`config.mk`:
```
export PLATFORM = sky130hd
export DESIGN_NAME = qdac_rx
export DESIGN_NICKNAME = d
export VERILOG_FILES = /design/src/rtl/qdac_pkg.sv /design/src/rtl/qdac_sync.sv /design/src/rtl/qdac_edge.sv /design/src/rtl/qdac_shift.sv /design/src/rtl/qdac_chan.sv /design/src/rtl/qdac_rx.sv
export SDC_FILE = /design/constraint.sdc
export NUM_CORES = 1
export LEC_CHECK = 0
export CAP_MARGIN = 25
export CORE_MARGIN = 3
export CORE_UTILIZATION = 30
export CTS_CLUSTER_SIZE = 25
export DETAILED_ROUTE_END_ITERATION = 8
export SLEW_MARGIN = 10
export SYNTH_ARGS = -nofsm -noshare
export SYNTH_HDL_FRONTEND = slang
export SYNTH_SLANG_ARGS = --single-unit
```
`constraint.sdc`:
```
create_clock -name clk -period 2.5 [get_ports clk]
set_clock_uncertainty 0.15 [all_clocks]
set_input_delay 0.375 -clock clk [delete_from_list [all_inputs] [get_ports clk]]
set_output_delay 0.375 -clock clk [all_outputs]
set_load 0.01 [all_outputs]
```
`src/rtl/qdac_pkg.sv`:
```
`timescale 1ns / 1ps
package qdac_pkg;
    parameter int unsigned DEF_NCH = 4;
    parameter int unsigned DEF_DW  = 8;

    // select bits + range bit + code bits
    function automatic int unsigned frame_len(int unsigned aw, int unsigned dw);
        return aw + 1 + dw;
    endfunction
endpackage

```
`src/rtl/qdac_sync.sv`:
```
`timescale 1ns / 1ps
module qdac_sync #(
    parameter int unsigned N = 4
) (
    input  logic         clk,
    input  logic         rst_n,
    input  logic [N-1:0] raw_i,
    output logic [N-1:0] lvl_o
);
    typedef struct packed {
        logic [N-1:0] st1;
        logic [N-1:0] st2;
    } sync_t;

    sync_t sync_d, sync_q;

    always_comb begin
        sync_d.st1 = raw_i;
        sync_d.st2 = sync_q.st1;
    end

    always_ff @(posedge clk) begin
        if (!rst_n) sync_q <= '0;
        else        sync_q <= sync_d;
    end

    assign lvl_o = sync_q.st2;
endmodule

```
`src/rtl/qdac_edge.sv`:
```
`timescale 1ns / 1ps
module qdac_edge #(
    parameter int unsigned N = 2
) (
    input  logic         clk,
    input  logic         rst_n,
    input  logic [N-1:0] lvl_i,
    output logic [N-1:0] fall_o
);
    logic [N-1:0] prev_d, prev_q;

    always_comb prev_d = lvl_i;

    always_ff @(posedge clk) begin
        if (!rst_n) prev_q <= '0;
        else        prev_q <= prev_d;
    end

    assign fall_o = prev_q & ~lvl_i;
endmodule

```
`src/rtl/qdac_shift.sv`:
```
`timescale 1ns / 1ps
module qdac_shift
    import qdac_pkg::*;
#(
    parameter int unsigned AW = 2,
    parameter int unsigned DW = DEF_DW
) (
    input  logic          clk,
    input  logic          rst_n,
    input  logic          sclk_fall_i,
    input  logic          dat_i,
    input  logic          en_lvl_i,
    input  logic          en_fall_i,
    output logic          commit_o,
    output logic [AW-1:0] addr_o,
    output logic          rng_o,
    output logic [DW-1:0] code_o,
    output logic          err_o
);
    localparam int unsigned FL = frame_len(AW, DW);
    localparam int unsigned CW = $clog2(FL + 1);
    localparam logic [CW-1:0] FULL = CW'(FL);

    typedef struct packed {
        logic [FL-1:0] sh;
        logic [CW-1:0] cnt;
        logic          commit;
        logic          err;
        logic [AW-1:0] addr;
        logic          rng;
        logic [DW-1:0] code;
    } shf_t;

    shf_t shf_d, shf_q;

    always_comb begin
        shf_d        = shf_q;
        shf_d.commit = 1'b0;
        shf_d.err    = 1'b0;
        if (en_fall_i) begin
            if (shf_q.cnt == FULL) begin
                shf_d.commit = 1'b1;
                shf_d.addr   = shf_q.sh[FL-1 -: AW];
                shf_d.rng    = shf_q.sh[DW];
                shf_d.code   = shf_q.sh[DW-1:0];
            end else begin
                shf_d.err = 1'b1;
            end
            shf_d.sh  = '0;
            shf_d.cnt = '0;
        end else if (en_lvl_i && sclk_fall_i) begin
            shf_d.sh = {shf_q.sh[FL-2:0], dat_i};
            if (shf_q.cnt != FULL) shf_d.cnt = shf_q.cnt + 1'b1;
        end
    end

    always_ff @(posedge clk) begin
        if (!rst_n) shf_q <= '0;
        else        shf_q <= shf_d;
    end

    assign commit_o = shf_q.commit;
    assign addr_o   = shf_q.addr;
    assign rng_o    = shf_q.rng;
    assign code_o   = shf_q.code;
    assign err_o    = shf_q.err;
endmodule

```
`src/rtl/qdac_chan.sv`:
```
`timescale 1ns / 1ps
module qdac_chan #(
    parameter int unsigned DW = 8
) (
    input  logic          clk,
    input  logic          rst_n,
    input  logic          wr_i,
    input  logic          rng_i,
    input  logic [DW-1:0] code_i,
    input  logic          pass_i,
    output logic [DW-1:0] code_o,
    output logic          rng_o,
    output logic [DW+1:0] scaled_o,
    output logic          upd_o
);
    typedef struct packed {
        logic          stg_rng;
        logic [DW-1:0] stg_code;
        logic          out_rng;
        logic [DW-1:0] out_code;
        logic          upd;
    } chan_t;

    chan_t ch_d, ch_q;

    always_comb begin
        ch_d     = ch_q;
        ch_d.upd = 1'b0;
        if (wr_i) begin
            ch_d.stg_rng  = rng_i;
            ch_d.stg_code = code_i;
        end
        if (pass_i) begin
            ch_d.out_rng  = ch_d.stg_rng;
            ch_d.out_code = ch_d.stg_code;
        end
        ch_d.upd = {ch_d.out_rng, ch_d.out_code} != {ch_q.out_rng, ch_q.out_code};
    end

    always_ff @(posedge clk) begin
        if (!rst_n) ch_q <= '0;
        else        ch_q <= ch_d;
    end

    assign code_o   = ch_q.out_code;
    assign rng_o    = ch_q.out_rng;
    assign upd_o    = ch_q.upd;
    assign scaled_o = ch_q.out_rng ? {1'b0, ch_q.out_code, 1'b0}
                                   : {2'b00, ch_q.out_code};
endmodule

```
`src/rtl/qdac_rx.sv`:
```
`timescale 1ns / 1ps
module qdac_rx
    import qdac_pkg::*;
#(
    parameter int unsigned NCH = DEF_NCH,
    parameter int unsigned DW  = DEF_DW
) (
    input  logic                    clk,
    input  logic                    rst_n,
    input  logic                    ser_clk_i,
    input  logic                    ser_dat_i,
    input  logic                    frame_en_i,
    input  logic                    hold_i,
    output logic [NCH*DW-1:0]       ch_code_o,
    output logic [NCH-1:0]          ch_rng_o,
    output logic [NCH*(DW+2)-1:0]   ch_scaled_o,
    output logic [NCH-1:0]          ch_upd_o,
    output logic                    frame_err_o
);
    localparam int unsigned AW = $clog2(NCH);
    localparam int unsigned SW = DW + 2;

    // line order inside the synchronizer vector
    localparam int unsigned L_SCLK = 0;
    localparam int unsigned L_DAT  = 1;
    localparam int unsigned L_EN   = 2;
    localparam int unsigned L_HOLD = 3;

    logic [3:0]    lvl;
    logic [1:0]    fall;
    logic          commit;
    logic [AW-1:0] addr;
    logic          rng;
    logic [DW-1:0] code;

    qdac_sync #(.N(4)) u_sync (
        .clk   (clk),
        .rst_n (rst_n),
        .raw_i ({hold_i, frame_en_i, ser_dat_i, ser_clk_i}),
        .lvl_o (lvl)
    );

    qdac_edge #(.N(2)) u_edge (
        .clk    (clk),
        .rst_n  (rst_n),
        .lvl_i  ({lvl[L_EN], lvl[L_SCLK]}),
        .fall_o (fall)
    );

    qdac_shift #(.AW(AW), .DW(DW)) u_shift (
        .clk         (clk),
        .rst_n       (rst_n),
        .sclk_fall_i (fall[0]),
        .dat_i       (lvl[L_DAT]),
        .en_lvl_i    (lvl[L_EN]),
        .en_fall_i   (fall[1]),
        .commit_o    (commit),
        .addr_o      (addr),
        .rng_o       (rng),
        .code_o      (code),
        .err_o       (frame_err_o)
    );

    for (genvar i = 0; i < NCH; i++) begin : g_ch
        qdac_chan #(.DW(DW)) u_chan (
            .clk      (clk),
            .rst_n    (rst_n),
            .wr_i     (commit && (addr == AW'(i))),
            .rng_i    (rng),
            .code_i   (code),
            .pass_i   (!lvl[L_HOLD]),
            .code_o   (ch_code_o[i*DW +: DW]),
            .rng_o    (ch_rng_o[i]),
            .scaled_o (ch_scaled_o[i*SW +: SW]),
            .upd_o    (ch_upd_o[i])
        );
    end
endmodule

```
==> results.toml, run 1 <==
[floorplan]
initial_core_util = 0.307
placement_rows = 48
floorplan.core_area_mm2 = 0.0173
fp.dieH_um = 139
ios = 87
die_area_mm2 = 0.0193
die-width_um = 139

[setup_path]
cp_cell_sequence = "mux2_2 -> clkdlybuf4s50_1"
crit-reg2reg-capture = "g_ch[0].u_chan.upd_o"
ff2ff_path_depth = 5
reg2reg_setup_slack_ns = 0.39
critical_path_class = "reg -> out"
start_kind = "flip-flop"
crit_arrival_ns = 1.77
worstPathRequired_ns = 1.98
timing.critical_path.slowest_stage_cell = "sky130_fd_sc_hd__dfxtp_2"
timing.rr.start = "u_shift.commit_o"
critical-path-max-stage-delay_ns = 0.50
cp-end-kind = "output port"
worstPathMaxFanout = 13

[min_path]
hold_path.class = "reg -> reg"
whs_path_depth = 1
min_from = "u_sync.sync_d[1]"
hold-path-endpoint = "u_sync.lvl_o[1]"

[yosys]
synth_commonest_cells = "sky130_fd_sc_hd__nor2_1 (119), sky130_fd_sc_hd__dfxtp_1 (114), sky130_fd_sc_hd__a21oi_1 (46), sky130_fd_sc_hd__mux2i_1 (46), sky130_fd_sc_hd__buf_4 (45)"
synth_top_area_cell = "sky130_fd_sc_hd__dfxtp_1"
async_reset_ff_frac = 0
ys_top_cells_by_area = "sky130_fd_sc_hd__dfxtp_1 (43%), sky130_fd_sc_hd__mux2i_1 (8.7%), sky130_fd_sc_hd__nor2_1 (8.4%), sky130_fd_sc_hd__buf_4 (6.4%), sky130_fd_sc_hd__mux2_2 (4.9%)"
synthFlopType = "sky130_fd_sc_hd__dfxtp_1"
synth.distinct_cells = 47
syn_avg_cell_area_um2 = 8.83
synthesis.area_mm2 = 0.00531
synth_top_area_frac = 0.430
synth_edf_count = 0
synthesis.yosys.warnings = 0
most_repeated_cell_in_the_gate_level_netlist_after_synthesis = "sky130_fd_sc_hd__nor2_1"
cell_count_after_synthesis = 601
synth_seq_cells = 114
seq_area_frac_synth = 0.430

[layout]
fillerInstances = 1781
drive_above_1_share = 0.117
final_core_util = 0.381
instances_no_fill = 874
nets = 644
antenna-diode-count = 0
layout_overhead_on_the_synthesized_area_pct = 24.3

[timing]
min_period_over_period = 0.918
timing.max_slew.rel_slack = 0.618
aggregate_negative_setup_slack_ns = 0
grt_setup_unrepaired = "false"
tightestPinTransition_ns = 0.572
setup_viol_count_final = 0
finalMaxSlewViolations = 0
fmax_mhz = 436
timing_hold_violations_final = 0
period_minus_slack_ns = 2.29

[global_route]
first_pass_grt_wire_length_mm = 19.2
vias_in_the_first_global_route = 3621
globalRouteTotalUtil = 0.123
grt_remaining_overflow = 0
largest_net_degree_at_the_start_of_global_routing = 74
antenna_found_initial = 0

[cts]
clockRootBuffer = "sky130_fd_sc_hd__clkbuf_16"
cts_post_setup_buffers_inserted = 0
h_tree_level_count = 4
cts_inserted_buffers = 17
clk_transition_reported_paths_ns = 0.05
tritoncts_num_sinks = 114
tritoncts_clock_tree = "yes"
worstSkewPairLatency_ns = 0.41
cts_max_path_buffers = 2

[pwr]
pnr_total_power_mw = 4.06
ir_worst_vdd_mv = 0.495
power.density_mw_per_mm2 = 616
power.static_leakage_nw = 2.73

[route]
drt_wl_total_mm = 11.6
drtPass1Iterations = 4
remaining_drc_errors = 0
final_antenna_net_count = 0
via_to_cell_ratio = 4.52
vias_after_detailed_routing = 3954
post_drt_wl_per_cell_um = 13.3
initialDrtViolationCount = 233

[status]
outcome = "finished, final reports clean"

[placement]
placed_cells_incl_taps = 843
hpwl_mm = 8.06
finalWeightedCongestion = 0.737
buffer_ports.inserted = 82

[job]
max_cap_violations = 0
cell type report:
type | count | area, µm² | area share
clock buffer | 25 | 495 | 0.0751
clock inverter | 6 | 30.0 | 0.00455
inverter | 12 | 45.0 | 0.00683
multi-input combinational | 397 | 2500 | 0.379
sequential | 114 | 2290 | 0.347
tap | 225 | 282 | 0.0427
timing repair buffer | 95 | 956 | 0.145
cells in the final DEF (no fill, tap or decap), drive strengths merged, types with 6 or more instances in the layout:
master           n
xor2            18
xnor2           19
nor2           119
dfxtp          114
a211oi           7
nor2b           10
mux2            23
buf             13
clkbuf          25
mux2i           47
nand2           35
and2            17
inv             12
clkinv           6
o21ai            9
a21oi           47
clkdlybuf4s50   82
power by group:
part           internal (mW)  switching, mW  total, mW
registers               1.83        0.00703       1.84
clock network           1.35          0.773       2.12
logic                 0.0379         0.0622      0.100
metal layers:
metal	track usage	vias up	wire length (µm)
met5	0	-	0
met4	0.0402	0	116
met3	0.0348	11	382
met2	0.188	70	5210
met1	0.168	1842	5920
li1	-	2031	-
critical path, delay by kind of cell, from the launching register on:
kind / cells / cell delay (ns)
buffers and inverters: 1 / 0.49
DFF: 1 / 0.50
muxes: 1 / 0.38
state kept, by name, indices dropped and copies added, names as in the netlist:
name                flops
g_ch.u_chan.code_o     32
u_shift.code_o          8
u_shift.commit_o        1
u_shift.rng_o           1
u_sync.lvl_o            4
u_sync.sync_d           4
g_ch.u_chan.upd_o       4
g_ch.u_chan.ch_q       36
u_shift.addr_o          2
u_edge.prev_q           2
u_shift.err_o           1
g_ch.u_chan.rng_o       4
u_shift.shf_q          15
how the worst max path moves through the flow:
stage                               from              endpoint  slack [ns]
floorplan               u_shift.commit_o  g_ch[0].u_chan.upd_o        0.68
global placement    g_ch[3].u_chan.rng_o       ch_scaled_o[37]        0.43
global route            u_shift.commit_o  g_ch[0].u_chan.upd_o        0.10
finish              g_ch[3].u_chan.rng_o       ch_scaled_o[37]        0.21
CTS                 g_ch[0].u_chan.rng_o        ch_scaled_o[4]        0.02
detailed placement      u_shift.commit_o  g_ch[0].u_chan.upd_o        0.38
cells by family after synthesis:
family	after synthesis	synth area share
and+or+nand+nor	202	0.171
DFF	114	0.430
buffers and inverters	93	0.101
AOI/OAI and AO/OA	83	0.0962
muxes	70	0.138
xor gates and xnor gates	37	0.0611
adders and majority gates	1	0.00236
other	1	0.000707
what timing repair did:
action / in CTS / in global routing
resized for setup: 1 / 3
endpoints found under the hold margin: 0 / 0
endpoints found under the setup margin: 1 / 17
hold buffers: 0 / 0
metrics by stage:
stage                     hold slack (ns)  area (µm²)  setup WS (ns)
after floorplan                     0.262        5320          0.680
after global placement              0.263        6070          0.433
after detailed placement            0.267        6070          0.385
after CTS                           0.278        6590         0.0177
after global routing                0.299        6600          0.104
final                               0.278        6600          0.206
Power figures use the tool's default switching activity.
==> run 2: changes to the inputs <==
--- a/config.mk
+++ b/config.mk
@@ -8,9 +8,10 @@
 export CAP_MARGIN = 25
 export CORE_MARGIN = 3
 export CORE_UTILIZATION = 30
-export CTS_CLUSTER_SIZE = 25
+export CTS_CLUSTER_SIZE = 12
 export DETAILED_ROUTE_END_ITERATION = 8
 export SLEW_MARGIN = 10
 export SYNTH_ARGS = -nofsm -noshare
 export SYNTH_HDL_FRONTEND = slang
+export SYNTH_HIERARCHICAL = 1
 export SYNTH_SLANG_ARGS = --single-unit
==> results.toml, run 2 <==
[route]
post_drt_wl_per_cell_um = 13.9
via_to_cell_ratio = 4.61
vias_after_detailed_routing = 3700
drt_wl_total_mm = 11.2
remaining_drc_errors = 0
drtPass1Iterations = 4
final_antenna_net_count = 0
initialDrtViolationCount = 190

[floorplan]
floorplan.core_area_mm2 = 0.0174
initial_core_util = 0.307
ios = 87
die-width_um = 139
fp.dieH_um = 139
die_area_mm2 = 0.0194
placement_rows = 48

[cts]
clk_transition_reported_paths_ns = 0.06
cts_max_path_buffers = 2
tritoncts_clock_tree = "yes"
worstSkewPairLatency_ns = 0.41
cts_inserted_buffers = 17
clockRootBuffer = "sky130_fd_sc_hd__clkbuf_16"
h_tree_level_count = 4
tritoncts_num_sinks = 114

[yosys]
synth_edf_count = 0
synth_seq_cells = 114
synth_top_area_frac = 0.428
seq_area_frac_synth = 0.428
ys_top_cells_by_area = "sky130_fd_sc_hd__dfxtp_1 (43%), sky130_fd_sc_hd__mux2i_2 (8.3%), sky130_fd_sc_hd__o211a_1 (6.8%), sky130_fd_sc_hd__buf_4 (6.5%), sky130_fd_sc_hd__nand2_1 (5.3%)"
synthFlopType = "sky130_fd_sc_hd__dfxtp_1"
synth_nets = 541
async_reset_ff_frac = 0
synth_top_area_cell = "sky130_fd_sc_hd__dfxtp_1"
syn_avg_cell_area_um2 = 9.98
cell_count_after_synthesis = 534
synthesis.yosys.warnings = 6
synth.distinct_cells = 36
most_repeated_cell_in_the_gate_level_netlist_after_synthesis = "sky130_fd_sc_hd__dfxtp_1"
synth_commonest_cells = "sky130_fd_sc_hd__dfxtp_1 (114), sky130_fd_sc_hd__nand2_1 (75), sky130_fd_sc_hd__buf_4 (46)"
synthesis.area_mm2 = 0.00533

[timing]
postLayoutSetupSlackWorst_ns = 0.105
min_period_over_period = 0.958
period_minus_slack_ns = 2.40
timing.max_slew.rel_slack = 0.595
setup_viol_count_final = 0
aggregate_negative_setup_slack_ns = 0
fmax_mhz = 417
finalMaxSlewViolations = 0
grt_setup_unrepaired = "false"
tightestPinTransition_ns = 0.606
timing_hold_violations_final = 0

[setup_path]
critical_path_class = "reg -> out"
crit_arrival_ns = 1.87
cp_cell_sequence = "mux2_2 -> clkdlybuf4s50_1"
timing.rr.start = "u_shift/addr_o[0]"
path_buf_inv = 1
critical-path-max-stage-delay_ns = 0.60
worstPathMaxFanout = 12
start_kind = "flip-flop"
timing.critical_path.slowest_stage_cell = "sky130_fd_sc_hd__dfxtp_1"
worstPathRequired_ns = 1.98
timing.critical_path.from = "g_ch[3].u_chan/rng_o"
cp-end-kind = "output port"
critPathTopFamily = "flip-flops"

[global_route]
largest_net_degree_at_the_start_of_global_routing = 111
first_pass_grt_wire_length_mm = 18.5
vias_in_the_first_global_route = 3656
grt_remaining_overflow = 0
globalRouteTotalUtil = 0.117
antenna_found_initial = 0

[placement]
detailedPlace.worstSlack_ns = 0.440
finalWeightedCongestion = 0.751
buffer_ports.inserted = 82
hpwl_mm = 7.39

[layout]
fillerInstances = 1687
mostFrequentLayoutCells = "sky130_fd_sc_hd__dfxtp_1 (112), sky130_fd_sc_hd__clkdlybuf4s50_1 (81), sky130_fd_sc_hd__nand2_1 (75)"
drive_above_1_share = 0.182
final_core_util = 0.381
top_register = "g_ch.u_chan/ch_q"
number_of_flip_flops_in_the_largest_register = 36
antenna-diode-count = 0
layout_overhead_on_the_synthesized_area_pct = 24.1
layout.cells.most_common = "sky130_fd_sc_hd__dfxtp_1"
nets = 572

[min_path]
hold_path.class = "reg -> reg"
min_from = "u_sync/sync_d[2]"

[pwr]
power.static_leakage_nw = 2.85
ir_worst_vdd_mv = 0.490
power.density_mw_per_mm2 = 690

[status]
outcome = "finished, final reports clean"

[job]
max_cap_violations = 0
[run 2: worst paths after layout]
| check | to | slack (ns) | depth (start not counted) |
|---|---|---|---|
| hold reg to reg | u_sync/lvl_o[2] | 0.28 | 1 |
| setup reg to reg | g_ch[3].u_chan/upd_o | 0.41 | 5 |
| hold / removal | u_sync/lvl_o[2] | 0.28 | 1 |
| setup / recovery | ch_scaled_o[35] | 0.10 | 2 |
[run 2: final cells by class]
| class | count | area (µm²) | share of cell area |
|---|---|---|---|
| Clock buffer | 20 | 457 | 0.0690 |
| Timing Repair Buffer | 90 | 888 | 0.134 |
| Inverter | 1 | 3.75 | 0.000567 |
| Clock inverter | 12 | 158 | 0.0238 |
| Multi-Input combinational cell | 341 | 2540 | 0.385 |
| Sequential cell | 114 | 2280 | 0.345 |
| Tap cell | 225 | 282 | 0.0425 |
[run 2: cell families after synthesis]
| family | after synthesis | share of synthesized area |
|---|---|---|
| simple gates | 167 | 0.161 |
| flops | 114 | 0.428 |
| buf+inv | 79 | 0.0946 |
| compound gates | 73 | 0.109 |
| mux | 64 | 0.149 |
| xor+xnor | 32 | 0.0526 |
| other cells | 4 | 0.00282 |
| fa+ha+maj | 1 | 0.00235 |
[run 2: per-stage QoR]
stage                     instances  area (µm²)  hold WS, ns  power (mW)
after floorplan                 534        5330        0.262        2.06
after global placement          771        6000        0.266        2.14
after detailed placement        771        6000        0.273        2.14
after CTS                       803        6620        0.283        4.61
after global routing            803        6620        0.306        4.71
final                           803        6620        0.283        4.56
[run 2: metal layers]
metal	vias up	global-route usage	part of all wire
met5	-	0	0
met4	0	0.0360	0.0075
met3	9	0.0381	0.046
met2	80	0.189	0.47
met1	1774	0.149	0.48
li1	1837	-	-
[run 2: power by group]
part,switching [mW],internal [mW]
registers,0.0319,1.85
clock network,0.838,1.62
logic,0.103,0.123
total,0.973,3.59
[run 2: worst register-to-register path, cell delays in order (launching register included)]
cell and delay (ns):
sky130_fd_sc_hd__dfxtp_1 0.39, sky130_fd_sc_hd__and3_2 0.44, sky130_fd_sc_hd__mux2i_2 0.34, sky130_fd_sc_hd__xor2_1 0.19
sky130_fd_sc_hd__nand4_1 0.12, sky130_fd_sc_hd__o311a_1 0.35
[run 2: what timing repair did]
action,CTS,global route
resized for setup,0,2
buffers inserted,0,0
hold buffers,0,0
setup endpoints to repair,0,8
